### config.mk
export PLATFORM = sky130hd
export DESIGN_NAME = cbg_attr_gen
export DESIGN_NICKNAME = d
export VERILOG_FILES = /design/src/rtl/cbg_pkg.sv /design/src/rtl/cbg_blink_div.sv /design/src/rtl/cbg_cell_match.sv /design/src/rtl/cbg_pix_overlay.sv /design/src/rtl/cbg_attr_gen.sv
export SDC_FILE = /design/constraint.sdc
export NUM_CORES = 1
export LEC_CHECK = 0
export BUFFER_PORTS_ARGS = -buffer_cell sky130_fd_sc_hd__buf_2
export CORE_MARGIN = 10
export CORE_UTILIZATION = 40
export CTS_CLUSTER_SIZE = 8
export DETAILED_ROUTE_END_ITERATION = 7
export PLACE_DENSITY = 0.78
export SLEW_MARGIN = 20
export SYNTH_ARGS = -nofsm -noshare
export SYNTH_HDL_FRONTEND = slang
export SYNTH_SLANG_ARGS = --single-unit
export TNS_END_PERCENT = 30
### constraint.sdc
create_clock -name clk -period 0.8 [get_ports clk]
set_input_delay 0.08 -clock clk [delete_from_list [all_inputs] [get_ports clk]]
set_output_delay 0.08 -clock clk [all_outputs]
set_load 0.02 [all_outputs]
### src/rtl/cbg_pkg.sv
package cbg_pkg;

  // Blink phase: the visible half shows the cell, the blank half hides it.
  typedef enum logic {
    PH_SHOW  = 1'b0,
    PH_BLANK = 1'b1
  } blink_ph_e;

  localparam int unsigned DEF_COLS      = 5;
  localparam int unsigned DEF_ROWS      = 8;
  localparam int unsigned DEF_CELL_W    = 7;
  localparam int unsigned DEF_VIS_CELLS = 80;
  localparam int unsigned DEF_BLINK_DIV = 99900;

endpackage

### src/rtl/cbg_blink_div.sv
module cbg_blink_div
  import cbg_pkg::*;
#(
  parameter int unsigned DIV = DEF_BLINK_DIV,
  localparam int unsigned CNT_W = (DIV > 1) ? $clog2(DIV) : 1
) (
  input  logic      clk,
  input  logic      rst_ni,
  output blink_ph_e phase_o
);

  logic [CNT_W-1:0] cnt_q, cnt_d;
  blink_ph_e        phase_q, phase_d;
  logic             wrap;

  // Next-state logic
  always_comb begin
    wrap    = (cnt_q == CNT_W'(DIV - 1));
    cnt_d   = wrap ? '0 : cnt_q + CNT_W'(1);
    phase_d = phase_q;
    if (wrap) begin
      phase_d = (phase_q == PH_SHOW) ? PH_BLANK : PH_SHOW;
    end
  end

  // Registers
  always_ff @(posedge clk or negedge rst_ni) begin
    if (!rst_ni) begin
      cnt_q <= '0;
    end else begin
      cnt_q <= cnt_d;
    end
  end

  always_ff @(posedge clk or negedge rst_ni) begin
    if (!rst_ni) begin
      phase_q <= PH_SHOW;
    end else if (wrap) begin
      phase_q <= phase_d;
    end
  end

  assign phase_o = phase_q;

  // the counter stays inside its division range
  assert_cnt_bound_R6: assert property (@(posedge clk) disable iff (!rst_ni)
    cnt_q <= CNT_W'(DIV - 1));

  // a phase change happens only right after the last count of a period
  assert_phase_only_on_wrap_R6: assert property (@(posedge clk) disable iff (!rst_ni)
    !$stable(phase_q) |-> $past(cnt_q) == CNT_W'(DIV - 1));

  // the last count of a period always flips the phase
  assert_wrap_flips_R6: assert property (@(posedge clk) disable iff (!rst_ni)
    cnt_q == CNT_W'(DIV - 1) |=> phase_q != $past(phase_q));

endmodule

### src/rtl/cbg_cell_match.sv
module cbg_cell_match
  import cbg_pkg::*;
#(
  parameter int unsigned CELL_W    = DEF_CELL_W,
  parameter int unsigned VIS_CELLS = DEF_VIS_CELLS
) (
  input  logic [CELL_W-1:0] scan_cell_i,
  input  logic [CELL_W-1:0] addr_ctr_i,
  output logic              hit_o
);

  logic same_cell;
  logic in_range;

  always_comb begin
    same_cell = (scan_cell_i == addr_ctr_i);
    in_range  = ({1'b0, addr_ctr_i} < (CELL_W + 1)'(VIS_CELLS));
    hit_o     = same_cell & in_range;
  end

endmodule

### src/rtl/cbg_pix_overlay.sv
module cbg_pix_overlay
  import cbg_pkg::*;
#(
  parameter int unsigned COLS = DEF_COLS,
  parameter int unsigned ROWS = DEF_ROWS,
  localparam int unsigned ROW_W = (ROWS > 1) ? $clog2(ROWS) : 1
) (
  input  logic             hit_i,
  input  logic [ROW_W-1:0] row_i,
  input  logic [COLS-1:0]  font_i,
  input  logic             cursor_on_i,
  input  logic             blink_on_i,
  input  blink_ph_e        phase_i,
  output logic [COLS-1:0]  pix_o
);

  localparam logic [ROW_W-1:0] CURSOR_ROW = ROW_W'(ROWS - 1);

  logic blank;
  logic underline;

  always_comb begin
    blank     = hit_i & blink_on_i & (phase_i == PH_BLANK);
    underline = hit_i & cursor_on_i & (row_i == CURSOR_ROW);
  end

  // Same selection for every font column; blank wins over the cursor
  for (genvar c = 0; c < COLS; c++) begin : g_col
    assign pix_o[c] = blank ? 1'b0 : (underline ? 1'b1 : font_i[c]);
  end

endmodule

### src/rtl/cbg_attr_gen.sv
module cbg_attr_gen
  import cbg_pkg::*;
#(
  parameter int unsigned COLS      = DEF_COLS,
  parameter int unsigned ROWS      = DEF_ROWS,
  parameter int unsigned CELL_W    = DEF_CELL_W,
  parameter int unsigned VIS_CELLS = DEF_VIS_CELLS,
  parameter int unsigned BLINK_DIV = DEF_BLINK_DIV,
  localparam int unsigned ROW_W    = (ROWS > 1) ? $clog2(ROWS) : 1
) (
  input  logic              clk,
  input  logic              rst_n,
  input  logic [CELL_W-1:0] scan_cell_i,
  input  logic [ROW_W-1:0]  scan_row_i,
  input  logic [COLS-1:0]   font_px_i,
  input  logic [CELL_W-1:0] addr_ctr_i,
  input  logic              cursor_on_i,
  input  logic              blink_on_i,
  output logic [COLS-1:0]   pix_o
);

  // Reset: asserted asynchronously, released on the second clock edge
  logic [1:0] rst_sync_q;
  logic       rst_i;

  always_ff @(posedge clk or negedge rst_n) begin
    if (!rst_n) begin
      rst_sync_q <= 2'b00;
    end else begin
      rst_sync_q <= {rst_sync_q[0], 1'b1};
    end
  end

  assign rst_i = rst_sync_q[1];

  blink_ph_e       phase;
  logic            hit;
  logic [COLS-1:0] pix_d, pix_q;

  cbg_blink_div #(
    .DIV(BLINK_DIV)
  ) u_div (
    .clk    (clk),
    .rst_ni (rst_i),
    .phase_o(phase)
  );

  cbg_cell_match #(
    .CELL_W   (CELL_W),
    .VIS_CELLS(VIS_CELLS)
  ) u_match (
    .scan_cell_i(scan_cell_i),
    .addr_ctr_i (addr_ctr_i),
    .hit_o      (hit)
  );

  cbg_pix_overlay #(
    .COLS(COLS),
    .ROWS(ROWS)
  ) u_ovl (
    .hit_i      (hit),
    .row_i      (scan_row_i),
    .font_i     (font_px_i),
    .cursor_on_i(cursor_on_i),
    .blink_on_i (blink_on_i),
    .phase_i    (phase),
    .pix_o      (pix_d)
  );

  // Output register
  always_ff @(posedge clk or negedge rst_i) begin
    if (!rst_i) begin
      pix_q <= '0;
    end else begin
      pix_q <= pix_d;
    end
  end

  assign pix_o = pix_q;

  // cells other than the addressed one carry the font through untouched
  assert_pass_font_R2: assert property (@(posedge clk) disable iff (!rst_i)
    (scan_cell_i != addr_ctr_i) |=> pix_o == $past(font_px_i));

  // the cursor lights the whole last row of the addressed cell
  assert_cursor_row_R3: assert property (@(posedge clk) disable iff (!rst_i)
    (hit && cursor_on_i && (phase == PH_SHOW) && (scan_row_i == ROW_W'(ROWS - 1)))
      |=> pix_o == '1);

  // the blank half of a blink darkens the addressed cell completely
  assert_blank_cell_R4: assert property (@(posedge clk) disable iff (!rst_i)
    (hit && blink_on_i && (phase == PH_BLANK)) |=> pix_o == '0);

  // an address counter beyond the visible cells leaves the font alone
  assert_invisible_addr_R7: assert property (@(posedge clk) disable iff (!rst_i)
    ({1'b0, addr_ctr_i} >= (CELL_W + 1)'(VIS_CELLS)) |=> pix_o == $past(font_px_i));

endmodule

## Word-level counts from Yosys, hierarchy flattened

Cells that the tools add are included.

| storage, ports and cells | value |
|---|---|
| register bits after elaboration | 25 |
| bits of input ports | 26 |
| word-level logic and storage cells | 26 |

| operators by class | value |
|---|---|
| add/sub/neg operators | 1 |
| magnitude comparators | 1 |
| equality and inequality tests | 3 |
| mux-type cells | 12 |
| bitwise logic cells | 5 |

Operators by type and width:

| kind | number |
|---|---|
| 17-bit by 1-bit adder with 17-bit output (second input constant) | 1 |
| 17-bit equality test (second input constant) | 1 |
| 17-bit 2-to-1 mux | 1 |
| 1-bit 2-to-1 mux | 11 |
| 7-bit equality test | 1 |
| 7-bit < comparator (second input constant) | 1 |
| 1-bit AND | 5 |
| 3-bit equality test (second input constant) | 1 |

## Depth between registers and ports, before layout

| logic depth | value |
|---|---|
| depth after elaboration | 6 |
| gate-level depth with buffers | 6 |
| depth with buffers taken out | 5 |

## By module

Synthesis repeated with hierarchy kept, for this count alone.

| unflattened totals | value |
|---|---|
| cells, all modules | 113 |
| area, all modules | 1236.2 um^2 |

Modules (own cells, without submodules):

| module | instances | cells each | area an instance (um^2) |
|---|---|---|---|
| cbg_blink_div | 1 | 78 | 850.8 |
| cbg_attr_gen | 1 | 8 | 178.9 |
| cbg_pix_overlay | 1 | 16 | 117.6 |
| cbg_cell_match | 1 | 11 | 88.8 |

## Worst setup path after synthesis

No wires, ideal clock.

| path | value |
|---|---|
| kind | register to register |
| start | reg u_div.cnt_q[0] |
| end | reg u_div.cnt_q[16] |
| setup time | 0.079 ns |
| arrival time | 1.598 ns |
| required time | 0.721 ns |
| setup slack | -0.877 ns |
| stages on the path, launching flop included | 6 |
| buffers on the path | 0 |
| period minus slack after synthesis | 1.677 ns |
| cell sequence | dfrtp_1 > ha_1 > nand3_1 > or4_1 > or3_1 > a21oi_1 |

| on the way | value |
|---|---|
| cells in the longest elaborated chain, start to end | 2 |
| elaborated cells between the ends (all ways) | 3 |
| classes of those cells | add/sub (1); eq/ne (1); mux (1) |

RTL lines:

| what | line | RTL |
|---|---|---|
| start: declaration | cbg_blink_div.sv:12 | `logic [CNT_W-1:0] cnt_q, cnt_d;` |
| start signal: assignment | cbg_blink_div.sv:31 | `cnt_q <= cnt_d;` |
| 17-bit by 1-bit adder with 17-bit output or 17-bit equality test (tied branches) | cbg_blink_div.sv:19, cbg_blink_div.sv:18 |  |
| 17-bit 2-to-1 mux (*) | cbg_blink_div.sv:19 | `cnt_d = wrap ? '0 : cnt_q + CNT_W'(1);` |
| net u_div.cnt_d[16] | cbg_blink_div.sv:12 |  |

Mark *: on every way through the listed nets, which the timed path passes. The rest lies on a longest branch.
A chain may end at the register's enable or synchronous reset.

## Final worst setup path

| path | value |
|---|---|
| start | reg u_div.cnt_q[1] |
| end | reg u_div.cnt_q[16] |

The elaborated chain is that of the path after synthesis.

==> summary.txt <==
Setup path
  – CP endpoint kind: register
  – Crit path max fanout: 3
  – CP startpoint kind: register
  – Data arrival, critical path: ~2000 ps
  – Type of the worst setup path: reg2reg
  – Req. time, crit path: between 1000 and 1500 ps

Finish
  – Ratio of cells with drive above 1 in the final layout: between 50% and 60%
  – NumNets Final: between 200 and 250
  – Commonest cells after routing, fill and taps aside: buf_4, buf_2, dfrtp_1, xnor2_1, buf_6
  – Finished Layout Cells: about 220
  – Final instance area: 2003 sq um
  – Area growth from synthesis to layout: 73.46%
  – Final Util: 72.64%
  – Diodes inserted: 0
  – Commonest non-fill, non-tap cell in the layout: buf_4

Route
  – Final wirelength: ~4100 microns
  – Via-per-instance ratio: around 5.6
  – DRC: 0
  – Antenna viol nets, final: 0
  – Iteration-0 DRC Markers: ~80
  – DR vias: around 1200
  – Drt pass-1 iters: 4
  – DR WL/cell: between 15 and 20 microns

Power
  – Seq pwr share: 61.1%
  – Gate power share: 10.5%
  – Int Pwr: roughly 1.6 mW
  – Worst vdd ir: ~1.1 mV
  – NetSw: 516.8 uW
  – Sw Share: 24.48%
  – Clock Power Share: about 28%
  – PD cells: 1054 nW/um^2
  – Pleak: just over 0.9 nW
  – Overall power: between 2 and 2.5 mW

STA
  – RSZ-0062 raised after global routing: true
  – Total negative slack: -15510 ps
  – Setup Skew: 1.044 ps
  – Setup violators final: 28
  – Max-slew violations: 0
  – Fin. Hold Viols: 0
  – PnR worst setup slack: -894.6 ps
  – Period utilization: 211.8%
  – Fmax: between 500 and 600 MHz
  – Final min period: roughly 1700 ps

Clocking
  – Clock Sinks: 25
  – Worst-skew pair later-pin latency: 330 ps
  – CTS root buf: clkbuf_4
  – Clock Pin Slew Worst Setup and Hold Paths: ~140 ps
  – # H-tree levels: 1
  – CTS tree: done
  – CTS Buf Count: 3
  – Max clock buf depth: 2

Yosys
  – Netlist cell types: 26
  – Syn nets: 134
  – Post-synthesis cell count: 107
  – Yosys warns: 0
  – Syn Area/Cell: approximately 11 sq um
  – Post-synthesis register bit count: 25
  – Sequential fraction of the synthesis area: approximately 54%
  – Synthesized area: 1155 sq um

Run status
  – Outcome: complete, but fails checks
  – Failing checks: setup timing

Floorplan
  – Core Area: 2758 sq um
  – # IOs: 31
  – Die H: 73.73 microns
  – Row count: 19
  – Initial Util: between 40% and 50%
  – Die W: ~74 microns
  – Die area: 5436 sq um

GRT
  – Largest net degree at the start of global routing: 24
  – First-pass GRT wire length: around 6300 microns
  – Total GRT Usage: around 15%
  – Grt total ovfl: 0
  – Vias in the first global route: roughly 1400
  – Initial antenna violation count: 0

Place
  – Placed insts: 200
  – Placed Area: 1620 sq um
  – GPL Wtd Cong: 0.8399
  – Port Buf Inserts: 30
  – Hpwl dp: 2308 microns

Worst hold path
  – Hold Crit Class: in2async

Run
  – Max cap viols: 0
critical path, cell delays in order (launching register included):
cell and delay [ps]:
dfrtp_1 430, ha_4 180, nand3_4 80, or4_4 430, or3_4 380, a21oi_2 130
power groups by stage:
| stage | logic, mW | clock network, mW | registers, mW |
|---|---|---|---|
| after floorplan | 0.0483 | 0 | 1.34 |
| after global placement | 0.180 | 0 | 1.31 |
| after detailed placement | 0.191 | 0 | 1.31 |
| after CTS | 0.214 | 0.602 | 1.29 |
| after global routing | 0.244 | 0.668 | 1.29 |
| final | 0.221 | 0.601 | 1.29 |
repair_timing:
item | CTS | global route
hold endpoints to repair | 7 | 0
hold buffers | 6 | 0
endpoints found under the setup margin | 28 | 28
pin swaps | 11 | 9
setup buffers | 5 | 3
gates cloned | 1 | 0
resized for setup | 31 | 18
logic make-up (layout without fill, tap and decap cells):
| family | after synthesis | count (layout) | synth area share [%] |
|---|---|---|---|
| other cells | 1 | 1 | 0.3247 |
| xor+xnor | 20 | 20 | 15.17 |
| buf+inv | 3 | 82 | 0.9750 |
| simple gates | 48 | 48 | 23.08 |
| compound gates | 9 | 9 | 5.201 |
| fa+ha+maj | 1 | 1 | 1.083 |
| flops | 25 | 25 | 54.17 |
cell usage after synthesis:
cell type   n  area (sq um)
nor2b_1     1         6.260
nor2_1     11         41.29
nor3_1      3         15.01
o21a_1      5         37.54
or2_2       2         12.51
and4bb_2    1         12.51
or3_1       1         6.260
a21oi_1     2         10.01
conb_1      1         3.750
inv_1       2         7.510
dfrtp_1    25         625.6
o31ai_1     1         7.510
nand3_2     1         10.01
xnor2_1    13         113.9
nor4bb_1    1         10.01
and3_1      2         12.51
clkbuf_1    1         3.750
nor4_1      5         31.28
o21ai_0     1         5.000
nand3_1     7         35.03
ha_1        1         12.51
nand2_1     5         18.77
xor2_1      7         61.31
or4_1       3         22.52
and3_2      1         7.510
nand4_1     4         25.02
registers in the layout, summed over array words and instances (netlist names):
signal and cells:
pix_o 5, rst_sync_q 2, u_div.phase_o 1, u_div.cnt_q 17
worst paths after layout:
kind | start | to | slack (ps) | depth (start not counted)
max | u_div.cnt_q[1] | u_div.cnt_q[16] | -890 | 5
min | rst_n | rst_sync_q[1] | 40 | 2
max reg2reg | u_div.cnt_q[1] | u_div.cnt_q[16] | -890 | 5
min reg2reg | rst_sync_q[1] | u_div.cnt_q[4] | 220 | 1
max in group asynchronous | rst_sync_q[1] | u_div.cnt_q[3] | 440 | 1
min in group clk | blink_on_i | pix_o[0] | 180 | 4
metal layers:
layer	GRT usage, %	wire length, microns	vias to the layer above
met5	0	0	-
met4	8.282	148	0
met3	8.075	400	19
met2	24.43	2135	78
met1	13.92	1455	586
li1	-	-	535
metrics by stage:
stage / hold slack, ps / setup WS (ps)
after floorplan: -215.6 / -832.7
after global placement: -135.7 / -802.0
after detailed placement: -131.8 / -864.6
after CTS: 42.76 / -831.1
after global routing: 28.22 / -930.1
final: 41.25 / -894.6
layout make-up:
class / instances / area (sq um)
clock buffer: 3 / 22.52
sequential: 25 / 626.9
tap: 31 / 38.79
fill: 178 / 754.5
clock inverter: 1 / 7.507
multi-input combinational: 79 / 720.7
timing repair buffer: 76 / 579.3
inverter: 2 / 7.507
Power figures use the tool's default switching activity.
